### src/rtl/xmem_pkg.sv
package xmem_pkg;
  typedef enum logic [2:0] {
    PH_IDLE = 3'd0,
    PH_BLS  = 3'd1,
    PH_ASET = 3'd2,
    PH_AHLD = 3'd3,
    PH_DSET = 3'd4,
    PH_DHLD = 3'd5,
    PH_TURN = 3'd6
  } phase_e;

  // field positions inside a timing word
  localparam int F_ASET   = 0;
  localparam int F_AHLD   = 1;
  localparam int F_DSET   = 2;
  localparam int F_DHLD   = 3;
  localparam int F_TURN   = 4;
  localparam int N_FIELDS = 5;

  localparam logic [1:0] DEV_SRAM = 2'd0;
endpackage

### src/rtl/xmem_timing_sel.sv
module xmem_timing_sel import xmem_pkg::*; #(
  parameter int CNT_W = 4,
  localparam int TIM_W = N_FIELDS * CNT_W
) (
  input  logic             use_wr,
  input  logic             mux_eff,
  input  logic [TIM_W-1:0] rd_tim,
  input  logic [TIM_W-1:0] wr_tim,
  input  logic [CNT_W-1:0] bl_setup,
  output logic [CNT_W-1:0] len_bls,
  output logic [CNT_W-1:0] len_aset,
  output logic [CNT_W-1:0] len_ahld,
  output logic [CNT_W-1:0] len_dset,
  output logic [CNT_W-1:0] len_dhld,
  output logic [CNT_W-1:0] len_turn
);
  localparam logic [CNT_W-1:0] ONE = CNT_W'(1);

  logic [CNT_W-1:0] fld [N_FIELDS];

  for (genvar g = 0; g < N_FIELDS; g++) begin : g_fld
    assign fld[g] = use_wr ? wr_tim[g*CNT_W +: CNT_W] : rd_tim[g*CNT_W +: CNT_W];
  end

  assign len_bls  = bl_setup;
  assign len_aset = (fld[F_ASET] == '0) ? ONE : fld[F_ASET];
  assign len_ahld = mux_eff ? fld[F_AHLD] : '0;
  assign len_dset = (fld[F_DSET] == '0) ? ONE : fld[F_DSET];
  assign len_dhld = fld[F_DHLD];
  assign len_turn = fld[F_TURN];
endmodule

### src/rtl/xmem_seq_fsm.sv
module xmem_seq_fsm import xmem_pkg::*; #(
  parameter int CNT_W = 4
) (
  input  logic             clk,
  input  logic             rst_n,
  input  logic             start,
  input  logic             wait_hit,
  input  logic [CNT_W-1:0] len_bls,
  input  logic [CNT_W-1:0] len_aset,
  input  logic [CNT_W-1:0] len_ahld,
  input  logic [CNT_W-1:0] len_dset,
  input  logic [CNT_W-1:0] len_dhld,
  input  logic [CNT_W-1:0] len_turn,
  output phase_e           phase,
  output logic             dset_end
);
  logic [CNT_W-1:0] cnt;
  phase_e           nxt_ph;
  logic [CNT_W-1:0] nxt_len;
  logic             done;
  logic             leave;

  assign done = (cnt == '0);

  always_comb begin
    case (phase)
      PH_IDLE: nxt_ph = (len_bls != '0) ? PH_BLS : PH_ASET;
      PH_BLS:  nxt_ph = PH_ASET;
      PH_ASET: nxt_ph = (len_ahld != '0) ? PH_AHLD : PH_DSET;
      PH_AHLD: nxt_ph = PH_DSET;
      PH_DSET: nxt_ph = (len_dhld != '0) ? PH_DHLD :
                        (len_turn != '0) ? PH_TURN : PH_IDLE;
      PH_DHLD: nxt_ph = (len_turn != '0) ? PH_TURN : PH_IDLE;
      default: nxt_ph = PH_IDLE;
    endcase
  end

  always_comb begin
    case (nxt_ph)
      PH_BLS:  nxt_len = len_bls;
      PH_ASET: nxt_len = len_aset;
      PH_AHLD: nxt_len = len_ahld;
      PH_DSET: nxt_len = len_dset;
      PH_DHLD: nxt_len = len_dhld;
      PH_TURN: nxt_len = len_turn;
      default: nxt_len = '0;
    endcase
  end

  assign dset_end = (phase == PH_DSET) && done && !wait_hit;
  assign leave    = (phase == PH_IDLE) ? start :
                    (phase == PH_DSET) ? dset_end : done;

  always_ff @(posedge clk or negedge rst_n) begin
    if (!rst_n) begin
      phase <= PH_IDLE;
      cnt   <= '0;
    end else if (leave) begin
      phase <= nxt_ph;
      cnt   <= (nxt_len == '0) ? '0 : nxt_len - CNT_W'(1);
    end else if (!done) begin
      cnt <= cnt - CNT_W'(1);
    end
  end
endmodule

### src/rtl/xmem_pin_drv.sv
module xmem_pin_drv import xmem_pkg::*; #(
  parameter int ADDR_W = 20,
  parameter int DQ_W   = 16,
  localparam int LANES = DQ_W / 8
) (
  input  logic              clk,
  input  logic              rst_n,
  input  phase_e            phase,
  input  logic              accept,
  input  logic              req_write,
  input  logic [ADDR_W-1:0] req_addr,
  input  logic [DQ_W-1:0]   req_wdata,
  input  logic [LANES-1:0]  req_be,
  input  logic              mux_eff,
  input  logic              wide,
  input  logic              dset_end,
  input  logic              rsp_ready,
  input  logic [DQ_W-1:0]   mem_dq_i,
  output logic              wr_q,
  output logic              rsp_valid,
  output logic [DQ_W-1:0]   rsp_rdata,
  output logic [ADDR_W-1:0] mem_addr,
  output logic              mem_ce_n,
  output logic              mem_oe_n,
  output logic              mem_we_n,
  output logic [LANES-1:0]  mem_bl_n,
  output logic              mem_adv,
  output logic [DQ_W-1:0]   mem_dq_o,
  output logic [LANES-1:0]  mem_dq_oe
);
  logic [ADDR_W-1:0] addr_q;
  logic [DQ_W-1:0]   wdata_q;
  logic [LANES-1:0]  be_q;
  logic [DQ_W-1:0]   cap;
  logic [LANES-1:0]  lane_on;
  logic              act_ce, act_bl, addr_ph, data_drv;

  assign act_ce   = (phase == PH_ASET) || (phase == PH_AHLD) ||
                    (phase == PH_DSET) || (phase == PH_DHLD);
  assign act_bl   = act_ce || (phase == PH_BLS);
  assign addr_ph  = mux_eff && ((phase == PH_ASET) || (phase == PH_AHLD));
  assign data_drv = wr_q && act_ce && !addr_ph;

  for (genvar l = 0; l < LANES; l++) begin : g_lane
    assign lane_on[l]         = (l == 0) || wide;
    assign mem_bl_n[l]        = !(act_bl && be_q[l] && lane_on[l]);
    assign mem_dq_oe[l]       = (addr_ph || data_drv) && lane_on[l];
    assign cap[l*8 +: 8]      = lane_on[l] ? mem_dq_i[l*8 +: 8] : 8'h00;
  end

  assign mem_ce_n = !act_ce;
  assign mem_oe_n = !((phase == PH_DSET) && !wr_q);
  assign mem_we_n = !((phase == PH_DSET) && wr_q);
  assign mem_adv  = mux_eff && (phase == PH_ASET);
  assign mem_dq_o = addr_ph ? addr_q[DQ_W-1:0] : wdata_q;
  assign mem_addr = addr_q;

  always_ff @(posedge clk or negedge rst_n) begin
    if (!rst_n) begin
      addr_q  <= '0;
      wdata_q <= '0;
      be_q    <= '0;
      wr_q    <= 1'b0;
    end else if (accept) begin
      addr_q  <= req_addr;
      wdata_q <= req_wdata;
      be_q    <= req_be;
      wr_q    <= req_write;
    end
  end

  always_ff @(posedge clk or negedge rst_n) begin
    if (!rst_n) begin
      rsp_valid <= 1'b0;
      rsp_rdata <= '0;
    end else if (dset_end && !wr_q) begin
      rsp_valid <= 1'b1;
      rsp_rdata <= cap;
    end else if (rsp_valid && rsp_ready) begin
      rsp_valid <= 1'b0;
    end
  end
endmodule

### src/rtl/xmem_async_seq.sv
module xmem_async_seq import xmem_pkg::*; #(
  parameter int ADDR_W = 20,
  parameter int DQ_W   = 16,
  parameter int CNT_W  = 4,
  localparam int LANES = DQ_W / 8,
  localparam int TIM_W = N_FIELDS * CNT_W
) (
  input  logic              clk,
  input  logic              rst_n,
  input  logic [1:0]        cfg_dev,
  input  logic              cfg_mux_en,
  input  logic              cfg_wide,
  input  logic              cfg_wait_en,
  input  logic              cfg_wait_hi,
  input  logic [CNT_W-1:0]  cfg_bl_setup,
  input  logic [TIM_W-1:0]  cfg_rd_tim,
  input  logic [TIM_W-1:0]  cfg_wr_tim,
  input  logic              req_valid,
  output logic              req_ready,
  input  logic              req_write,
  input  logic [ADDR_W-1:0] req_addr,
  input  logic [DQ_W-1:0]   req_wdata,
  input  logic [LANES-1:0]  req_be,
  output logic              rsp_valid,
  input  logic              rsp_ready,
  output logic [DQ_W-1:0]   rsp_rdata,
  output logic [ADDR_W-1:0] mem_addr,
  output logic              mem_ce_n,
  output logic              mem_oe_n,
  output logic              mem_we_n,
  output logic [LANES-1:0]  mem_bl_n,
  output logic              mem_adv,
  output logic [DQ_W-1:0]   mem_dq_o,
  output logic [LANES-1:0]  mem_dq_oe,
  input  logic [DQ_W-1:0]   mem_dq_i,
  input  logic              mem_wait
);
  phase_e           phase;
  logic             wr_q, accept, use_wr, mux_eff, wait_hit, dset_end;
  logic [CNT_W-1:0] l_bls, l_aset, l_ahld, l_dset, l_dhld, l_turn;

  assign req_ready = (phase == PH_IDLE) && !rsp_valid;
  assign accept    = req_valid && req_ready;
  assign use_wr    = (phase == PH_IDLE) ? req_write : wr_q;
  assign mux_eff   = cfg_mux_en && (cfg_dev != DEV_SRAM);
  assign wait_hit  = cfg_wait_en && (mem_wait == cfg_wait_hi);

  xmem_timing_sel #(.CNT_W(CNT_W)) u_tim (
    .use_wr(use_wr), .mux_eff(mux_eff), .rd_tim(cfg_rd_tim), .wr_tim(cfg_wr_tim),
    .bl_setup(cfg_bl_setup), .len_bls(l_bls), .len_aset(l_aset), .len_ahld(l_ahld),
    .len_dset(l_dset), .len_dhld(l_dhld), .len_turn(l_turn)
  );

  xmem_seq_fsm #(.CNT_W(CNT_W)) u_fsm (
    .clk(clk), .rst_n(rst_n), .start(accept), .wait_hit(wait_hit),
    .len_bls(l_bls), .len_aset(l_aset), .len_ahld(l_ahld), .len_dset(l_dset),
    .len_dhld(l_dhld), .len_turn(l_turn), .phase(phase), .dset_end(dset_end)
  );

  xmem_pin_drv #(.ADDR_W(ADDR_W), .DQ_W(DQ_W)) u_pins (
    .clk(clk), .rst_n(rst_n), .phase(phase), .accept(accept),
    .req_write(req_write), .req_addr(req_addr), .req_wdata(req_wdata), .req_be(req_be),
    .mux_eff(mux_eff), .wide(cfg_wide), .dset_end(dset_end), .rsp_ready(rsp_ready),
    .mem_dq_i(mem_dq_i), .wr_q(wr_q), .rsp_valid(rsp_valid), .rsp_rdata(rsp_rdata),
    .mem_addr(mem_addr), .mem_ce_n(mem_ce_n), .mem_oe_n(mem_oe_n), .mem_we_n(mem_we_n),
    .mem_bl_n(mem_bl_n), .mem_adv(mem_adv), .mem_dq_o(mem_dq_o), .mem_dq_oe(mem_dq_oe)
  );
endmodule

### config.mk
export PLATFORM = sky130hd
export DESIGN_NAME = xmem_async_seq
export DESIGN_NICKNAME = d
export VERILOG_FILES = /design/src/rtl/xmem_pkg.sv /design/src/rtl/xmem_timing_sel.sv /design/src/rtl/xmem_seq_fsm.sv /design/src/rtl/xmem_pin_drv.sv /design/src/rtl/xmem_async_seq.sv
export SDC_FILE = /design/constraint.sdc
export NUM_CORES = 1
export LEC_CHECK = 0
export BUFFER_PORTS_ARGS = -buffer_cell sky130_fd_sc_hd__clkbuf_2
export CORE_ASPECT_RATIO = 1.25
export CORE_MARGIN = 8
export CORE_UTILIZATION = 43
export CTS_BUF_LIST = sky130_fd_sc_hd__clkbuf_4 sky130_fd_sc_hd__clkbuf_8
export CTS_CLUSTER_SIZE = 8
export DETAILED_ROUTE_END_ITERATION = 8
export PLACE_DENSITY_LB_ADDON = 0.2
export SYNTH_ARGS = -nofsm -noshare
export SYNTH_HDL_FRONTEND = slang
export SYNTH_SLANG_ARGS = --single-unit
### constraint.sdc
create_clock -name clk -period 3 [get_ports clk]
set_input_delay 0.15 -clock clk [delete_from_list [all_inputs] [get_ports clk]]
set_output_delay 0.15 -clock clk [all_outputs]
set_load 0.05 [all_outputs]
Word level (Yosys, flattened, before mapping)
Index checks and enable logic that the tools add are counted.
W data, S select, Z words.

storage, ports and cells
  memory bits (writable) = 0
  logic and storage cells = 90
  bits in latches = 0
  input port bits = 110
  flip-flop bits (word level) = 63
  output and inout bits = 62
  memories kept = 0
  memory bits (read-only) = 0

operators by class
  reduce and logical (&&, ||, !) cells = 43
  $add $sub $neg = 2
  bitwise logic cells = 0
  mux-type cells = 24
  equality and inequality tests = 13
  order comparisons = 0
  shift-type cells = 0
  multipliers = 0
  divide/modulo/power cells = 0

operators by type and width
  cell                   number
  $mux W4                11
  $pmux W4 S6            1
  $logic_and A1 B1 Y1    18
  $pmux W3 S6            1
  $logic_not A4 Y1       4
  $mux W16               1
  $reduce_bool A4 Y1     4
  $eq A3 B3 Y1 const B   5
  $eq A3 B2 Y1 const B   4
  $logic_not A1 Y1       9
  $mux W3                3
  $mux W8                1
  $sub A4 B1 Y4 const B  2
  $eq A3 B1 Y1 const B   2
  $logic_or A1 B1 Y1     5
  $mux W1                5
  $reduce_bool A2 Y1     2
  $logic_not A3 Y1       1
  $mux W2                1
  $ne A2 B2 Y1 const B   1
  $eq A1 B1 Y1           1

Depth between registers and ports, before layout
Gate-level depths: netlist (run 1).

  depth in word-level cells = 12
  mapped depth = 10
  gate-level depth less buffers = 8

Hierarchy
A second synthesis (run 1) with hierarchy kept.

second synthesis, totals
  cell total of the unflattened synthesis = 312
  area total of the unflattened synthesis = 3,580.9 sq um

modules (own cells, without submodules)
  module           area each (sq um)  times used  cells an instance
  xmem_pin_drv     2,434.8            1           172
  xmem_seq_fsm     770.7              1           101
  xmem_timing_sel  317.8              1           32
  xmem_async_seq   57.6               1           7

Worst setup path after synthesis (run 1)
OpenSTA, ideal clock, no wires.

  path type = reg2reg
  from = register u_fsm.phase[2]
  to = register u_fsm.cnt[2]
  data required time = 2.918 ns
  slack = -0.732 ns
  period minus slack after synthesis = 3.732 ns
  stages on the path, launching flop included = 10
  data arrival time = 3.651 ns
  cell sequence = dfrtp_1 buf_4 nand2b_1 nor3_1 nand3_1 a21boi_0 and3_1 a2111o_1 or4b_1 a31oi_1

between the ends
  cells in the longest elaborated chain, start to end = 12

RTL lines
  element                                                   RTL line                                                       RTL
  start: declaration                                        xmem_seq_fsm.sv:14                                             output phase_e phase,
  start signal: assignment                                  xmem_seq_fsm.sv:59                                             phase <= nxt_ph;
  $logic_not A3 Y1                                          n/a
  $mux W1                                                   xmem_async_seq.sv:44                                           assign use_wr = (phase == PH_IDLE) ? req_write : wr_q;
  $mux W4                                                   xmem_timing_sel.sv:22                                          assign fld[g] = use_wr ? wr_tim[g*CNT_W +: CNT_W] : rd_tim[g*CNT_W +: CNT_W];
  $mux W4 / $reduce_bool A4 Y1 (equally long branches)      xmem_timing_sel.sv:27, xmem_seq_fsm.sv:32, xmem_seq_fsm.sv:33
  $reduce_bool A4 Y1 / $mux W3 (equally long branches)      xmem_seq_fsm.sv:29, xmem_seq_fsm.sv:32, xmem_seq_fsm.sv:33
  $mux W3 (on tied branches)                                xmem_seq_fsm.sv:29, xmem_seq_fsm.sv:31
  $pmux W3 S6                                               xmem_seq_fsm.sv:26                                             case (phase)
  $eq A3 B3 Y1, or another cell as far along                xmem_seq_fsm.sv:39                                             case (nxt_ph)
  $pmux W4 S6                                               xmem_seq_fsm.sv:39
  $sub A4 B1 Y4 / $logic_not A4 Y1 (equally long branches)  xmem_seq_fsm.sv:60                                             cnt <= (nxt_len == '0) ? '0 : nxt_len - CNT_W'(1);
  $mux W4                                                   xmem_seq_fsm.sv:60
  $mux W4                                                   xmem_seq_fsm.sv:58                                             end else if (leave) begin
  end signal: assignment                                    xmem_seq_fsm.sv:60
  end signal: assignment                                    xmem_seq_fsm.sv:62                                             cnt <= cnt - CNT_W'(1);
  end: declaration                                          xmem_seq_fsm.sv:17                                             logic [CNT_W-1:0] cnt;

Several ways; a longest one is shown, not always the timed one.
A chain may end at the register's enable or synchronous reset.

Worst setup path in the final report (run 1)
  from = register u_fsm.phase[0]
  to = register u_fsm.cnt[2]

Same word-level chain as after synthesis.

==> summary.md, run 1 <==
| Metric | Value |
|---|---|
| Status | `finished, violations left` |
| Failing checks | `negative hold slack` |
| Dpl hpwl | `9170 um` |
| Placed inst area | `4690 sq um` |
| Clock root cell | `clkbuf_8` |
| Worst Path Required | `3.26 ns` |
| PwrDens | `around 1300 nW/um^2` |
| Post-synth top cells | `mux2_2 (66), dfrtp_1 (63), nand2_1 (38)` |
| Clk slew on worst S/H paths | `approximately 0.07 ns` |
| Clk_lat worst skew | `0.33 ns` |
| Share of the synthesized area in the top cell type | `around 44%` |
| Fin crit share | `99.0%` |
| Footprint of the multi-input gates | `1930 sq um` |
| Share of cells above drive strength 1 | `55.9%` |
| WS Path Type | `reg -> reg` |
| Fmax | `337 MHz` |
| Antenna Nets Post-Route | `0` |
| Number of global-route vias before repair | `3,617` |
| VDD IR-drop max | `around 890 uV` |
| Syn Nets | `approximately 450` |
| Slew headroom | `30.8%` |
| Worst-Margin Slew | `slightly above 1 ns` |
| Final setup fails | `0` |
| Detailed Route WL | `11,200 um` |
| Number of synthesized flops with an enable pin | `0` |
| Max Cap Viol | `0` |
| CTS buffer count | `9` |
| Die Area | `between 10,000 and 15,000 sq um` |
| Starting DRT DRC Count | `155` |
| Starting Density | `43.8%` |
| Worst setup path startpoint | `u_fsm.phase[0]` |
| Synthesized area | `3570 sq um` |
| R2r worst-path depth | `8` |
| DR WL/cell | `17.8 um` |
| Final count of hold timing violations | `11` |
| Count leader, synth | `mux2_2` |
| # diodes | `0` |
| Fill cells | `around 710` |
| Die Ht | `118 um` |
| CTS Sinks | `63` |
| RSZ-0062 raised after global routing | `true` |
| I/O Buffers | `approximately 170` |
| Post-synthesis sequential area ratio | `44.1%` |
| Gr ovfl total | `0` |
| Place WS | `-0.0725 ns` |
| P&R area growth vs syn | `39.2%` |
| DRC | `0` |
| Worst R2R Setup Slack | `0.03 ns` |
| Hold crit path type | `in -> async` |
| Avg Cell Area, Syn | `~11 sq um` |
| TritonCTS clock tree | `built` |
| Clock H-tree levels | `3` |
| Final worst slack | `roughly 0.031 ns` |
| CP max FO | `6` |
| Worst hold margin | `-0.00964 ns` |
| Terminus of the critical flop-to-flop path | `u_fsm.cnt[2]` |
| Crit start category | `flop` |
| Synth Flop Type | `dfrtp_1` |
| Max clock buf depth | `2` |
| Drt first pass iters | `4` |
| # nets final | `about 640` |
| Global Route Usage Sum | `slightly below 20%` |
| LEAKAGE | `between 2 and 2.5 nW` |
| Tmin final | `2.97 ns` |
| RR Startpoint | `u_fsm.phase[0]` |
| Antenna violations before repair | `0` |
| Max-slew violation count | `0` |
| Worst setup EP type | `flop` |
| Std-Cell Core Area | `8150 sq um` |
| Synth cell types | `59` |
| First-pass GRT wire length | `18,200 um` |
| Post-layout util | `61.0%` |
| Async SR Flop Fraction | `100%` |
| Row Count | `37` |
| Final Cell Area | `4970 sq um` |
| RePlAce Congestion | `approximately 0.95` |
| Setup Skew | `between 0.009 and 0.01 ns` |
| Vias | `3,394` |
| Top cells by area, synth | `dfrtp_1 (44%), mux2_2 (21%), nand2_1 (4.0%), o21ai_0 (3.2%), mux2i_1 (1.7%)` |
| Critical path data arrival time | `3.23 ns` |
| #FFs+latches synth | `63` |
| Reg area | `1580 sq um` |
| Largest area contributor in the netlist | `dfrtp_1` |
| Drt via density | `5.40` |
| Final total power | `between 6 and 7 mW` |
| Cells after Synth | `approximately 330` |
| I/O pin cnt | `172` |
| Yosys warning count | `0` |
| Die Width | `97.5 um` |
| Largest net degree at the start of global routing | `44` |
==> cells in the final DEF (no fill, tap or decap), types with 4 or more instances in the layout <==
cell type,n
buf_4,27
a31oi_1,4
inv_1,8
clkbuf_2,171
nand2_1,37
nand3_1,10
mux2_2,66
o21ai_0,20
nor2_1,8
o21ai_1,4
nor4_1,5
a21oi_1,11
dfrtp_1,61
clkbuf_8,13
mux2i_1,6
==> power by group <==
| part | internal, mW | switching (mW) |
|---|---|---|
| registers | 1.26 | 0.254 |
| logic | 1.43 | 2.81 |
| clock network | 0.569 | 0.310 |
==> worst max-delay path by stage <==
stage	endpoint
final	u_fsm.cnt[2]
after global routing	u_fsm.cnt[2]
after CTS	u_fsm.cnt[2]
after detailed placement	u_fsm.cnt[3]
after global placement	u_fsm.cnt[3]
after floorplan	u_fsm.cnt[2]
==> logic make-up after synthesis <==
family	after synthesis	synth area share [%]
AO/OA/AOI/OAI	81	16.3
XOR/XNOR	2	0.491
adder cells (fa/ha/maj)	3	1.05
buffers and inverters	24	2.98
flip-flops	63	44.1
multiplexers	72	22.5
AND/OR/NAND/NOR	87	12.5
==> registers in the layout, indices dropped and copies added, names as in the netlist <==
signal and flops:
u_fsm.cnt 4, u_fsm.phase 3, u_pins.be_q 2, u_pins.mem_addr 20
u_pins.rsp_rdata 16, u_pins.rsp_valid 1, u_pins.wdata_q 16, u_pins.wr_q 1
==> worst max-delay path, cell delays in order (launching register included) <==
cell and delay [ns]:
dfrtp_2 0.45, or4b_4 0.57, nand3_4 0.09, a31oi_4 0.09, or4_1 0.48, o311a_1 0.13, a2111o_1 0.40, or4b_1 0.52
a31oi_1 0.17
==> metal layers <==
layer	vias up	track usage [%]	routed length, um
met4	0	9.78	451
li1	1641	-	-
met3	28	8.87	1170
met5	-	0	0
met2	170	30.7	5160
met1	1555	21.4	4380
==> cell type report <==
cell class | count | area share [%]
multi-input cells | 245 | 38.8
inverters | 8 | 0.604
repair buffers | 199 | 21.5
clock buffers | 14 | 3.75
well taps | 97 | 2.44
flip-flops and latches | 63 | 31.8
clock inverters | 2 | 1.21
==> per-stage QoR <==
stage | setup TNS (ns) | instances
after CTS | 0 | 628
after detailed placement | -0.0898 | 611
after global placement | 0 | 611
final | 0 | 628
after global routing | -0.137 | 628
after floorplan | 0 | 332
==> repair_timing <==
| action | 4_1_cts | 5_1_grt |
|---|---|---|
| pin swaps | 0 | 0 |
| hold buffers | 1 | 0 |
| endpoints found under the setup margin | 2 | 3 |
| endpoints found under the hold margin | 1 | 0 |
| buffers inserted | 0 | 0 |
| resized for setup | 4 | 3 |
No activity file was read; power rests on OpenSTA's default activity.
==> inputs of run 2 (changes only) <==
SETUP_SLACK_MARGIN = 0.4   (was not set)
==> summary.md, run 2 (same netlist as run 1, synthesis figures left out) <==
| Metric | Value |
|---|---|
| Clock power frac | `12.1%` |
| I/O pin cnt | `172` |
| Critical path data arrival time | `roughly 3.3 ns` |
| Sw Share | `51.4%` |
| CP bufs+invs | `0` |
| Sw Pwr | `around 3.5 mW` |
| Final total power | `6.82 mW` |
| Terminus of the critical flop-to-flop path | `u_fsm.cnt[2]` |
| Final count of hold timing violations | `0` |
| Fmax | `334 MHz` |
| CTS buffer count | `9` |
| Worst R2R Setup Slack | `0.003 ns` |
| Worst Setup EP | `u_fsm.cnt[2]` |
| Worst-Margin Slew | `0.788 ns` |
| Crit-path max cell delay | `0.57 ns` |
| VDD IR-drop max | `867 uV` |
| PwrDens | `approximately 1300 nW/um^2` |
| I/O Buffers | `171` |
| Met2 GRT Util | `between 30% and 40%` |
| Slew headroom | `47.1%` |
| Die Width | `97.5 um` |
| Die Area | `11,500 sq um` |
| Gr ovfl total | `0` |
| CTS Sinks | `63` |
| Clk_lat worst skew | `0.34 ns` |
| Dpl hpwl | `9530 um` |
| DR WL/cell | `about 18 um` |
| Vias | `3,468` |
| P&R area growth vs syn | `43.3%` |
| Placed inst area | `4780 sq um` |
| Detailed Route WL | `11,800 um` |
| Std-Cell Core Area | `roughly 8100 sq um` |
| Flop pwr share | `about 23%` |
| Drt via density | `5.44` |
| WS Path Type | `reg -> reg` |
| # nets final | `649` |
| RSZ-0062 raised after global routing | `true` |
| Post-layout util | `62.8%` |
| Antenna Nets Post-Route | `0` |
| Cell family with most CP delay | `simple AND/OR/NAND/NOR gates` |
| Clock H-tree levels | `3` |
| R2r worst-path depth | `8` |
| # diodes | `0` |
| Final setup fails | `0` |
| LEAKAGE | `2.53 nW` |
| Clk slew on worst S/H paths | `0.07 ns` |
| CP max FO | `6` |
| Worst hold margin | `approximately 0.033 ns` |
| Largest net degree at the start of global routing | `46` |
| Final Cell Area | `5120 sq um` |
| Place WS | `-0.0637 ns` |
| DRC | `0` |
| Met1 Use GR | `a little over a fifth` |
| Max reg flops | `20` |
| Global routing's busiest layer | `met2` |
| Worst setup EP type | `flop` |
| Crit-path slowest cell | `or4b_4` |
| Tmin final | `3.00 ns` |
| Antenna violations before repair | `0` |
| Setup tns final | `0 ns` |
| WP depth | `8` |
| Worst Path Required | `approximately 3.3 ns` |
| Max clock buf depth | `2` |
| Fin cells | `638` |
| Logic pwr share | `65.5%` |
| Setup Skew | `between 0.01 and 0.015 ns` |
| Final worst slack | `0.00312 ns` |
| Max Cap Viol | `0` |
| Starting Density | `between 40% and 50%` |
| Crit start category | `flop` |
| First-pass GRT wire length | `between 15,000 and 20,000 um` |
| Starting DRT DRC Count | `between 100 and 150` |
| Status | `finished clean` |
| Die Ht | `118 um` |
| Fin crit share | `99.9%` |
| Commonest non-fill, non-tap cell in the layout | `clkbuf_2` |
| Hold crit path type | `in -> reg` |
| Max-slew violation count | `0` |
| TritonCTS clock tree | `built` |
| Global Route Usage Sum | `20.1%` |
| RePlAce Congestion | `0.904` |
| Row Count | `37` |
| Internal power | `3.31 mW` |
| Crit-path cells | `or4b_4 > nand3_4 > a31oi_4 > or4_4 > o311a_1 > a2111o_1 > or4b_1 > a31oi_1` |
| Clock root cell | `clkbuf_8` |
| Dpl cells | `617` |
| Worst setup path startpoint | `u_fsm.phase[0]` |
| Hold Crit Depth | `3` |
| Number of global-route vias before repair | `3,752` |
| Share of cells above drive strength 1 | `58.4%` |
| Commonest non-fill, non-tap cells in the layout | `clkbuf_2 (158), mux2_2 (64), dfrtp_1 (60)` |
| Drt first pass iters | `4` |
| Met3 usage | `8.40%` |
| RR Startpoint | `u_fsm.phase[0]` |
[run 2: layout make-up]
class,instances,area (sq um)
clock inverter,5,81.3
clock buffer,11,145
timing repair buffer,209,1150
tap,97,121
sequential,63,1580
fill,691,3030
multi-input combinational,245,2010
inverter,8,30.0
[run 2: worst min path at each step]
stage           startpoint                   to  slack (ns)
3_3_place_gp         rst_n   u_pins.wdata_q[13]       -0.05
5_1_grt        mem_dq_i[2]  u_pins.rsp_rdata[2]        0.02
3_5_place_dp         rst_n   u_pins.wdata_q[13]       -0.05
2_1_floorplan        rst_n         u_fsm.cnt[0]       -0.15
4_1_cts        mem_dq_i[2]  u_pins.rsp_rdata[2]        0.01
6_report       mem_dq_i[8]  u_pins.rsp_rdata[8]        0.03
[run 2: timing repair]
action                     4_1_cts  5_1_grt
hold buffers                     2        0
resized for setup                6       25
hold endpoints to repair        64        0
gates cloned                     0        0
setup buffers                    1        2
setup endpoints to repair        4       22
pin swaps                        0        6
[run 2: layer usage]
| metal | wire, um | share of wire [%] |
|---|---|---|
| met1 | 4640 | 39 |
| met2 | 5810 | 49 |
| met3 | 1030 | 8.7 |
| met4 | 322 | 2.7 |
| met5 | 0 | 0 |
[run 2: worst reg2reg max path, stage by stage, from the launching register on]
cell and delay [ns]:
dfrtp_2 0.46, or4b_4 0.57, nand3_4 0.10, a31oi_4 0.09
or4_4 0.49, o311a_1 0.14, a2111o_1 0.39, or4b_1 0.52
a31oi_1 0.16
[run 2: power by group through the flow]
stage	sequential (mW)	combinational, mW	clock, mW
global placement	1.50	4.28	0
detailed placement	1.53	4.32	0
global route	1.58	4.74	0.889
floorplan	2.24	2.40	0
finish	1.53	4.46	0.822
CTS	1.52	4.39	0.846
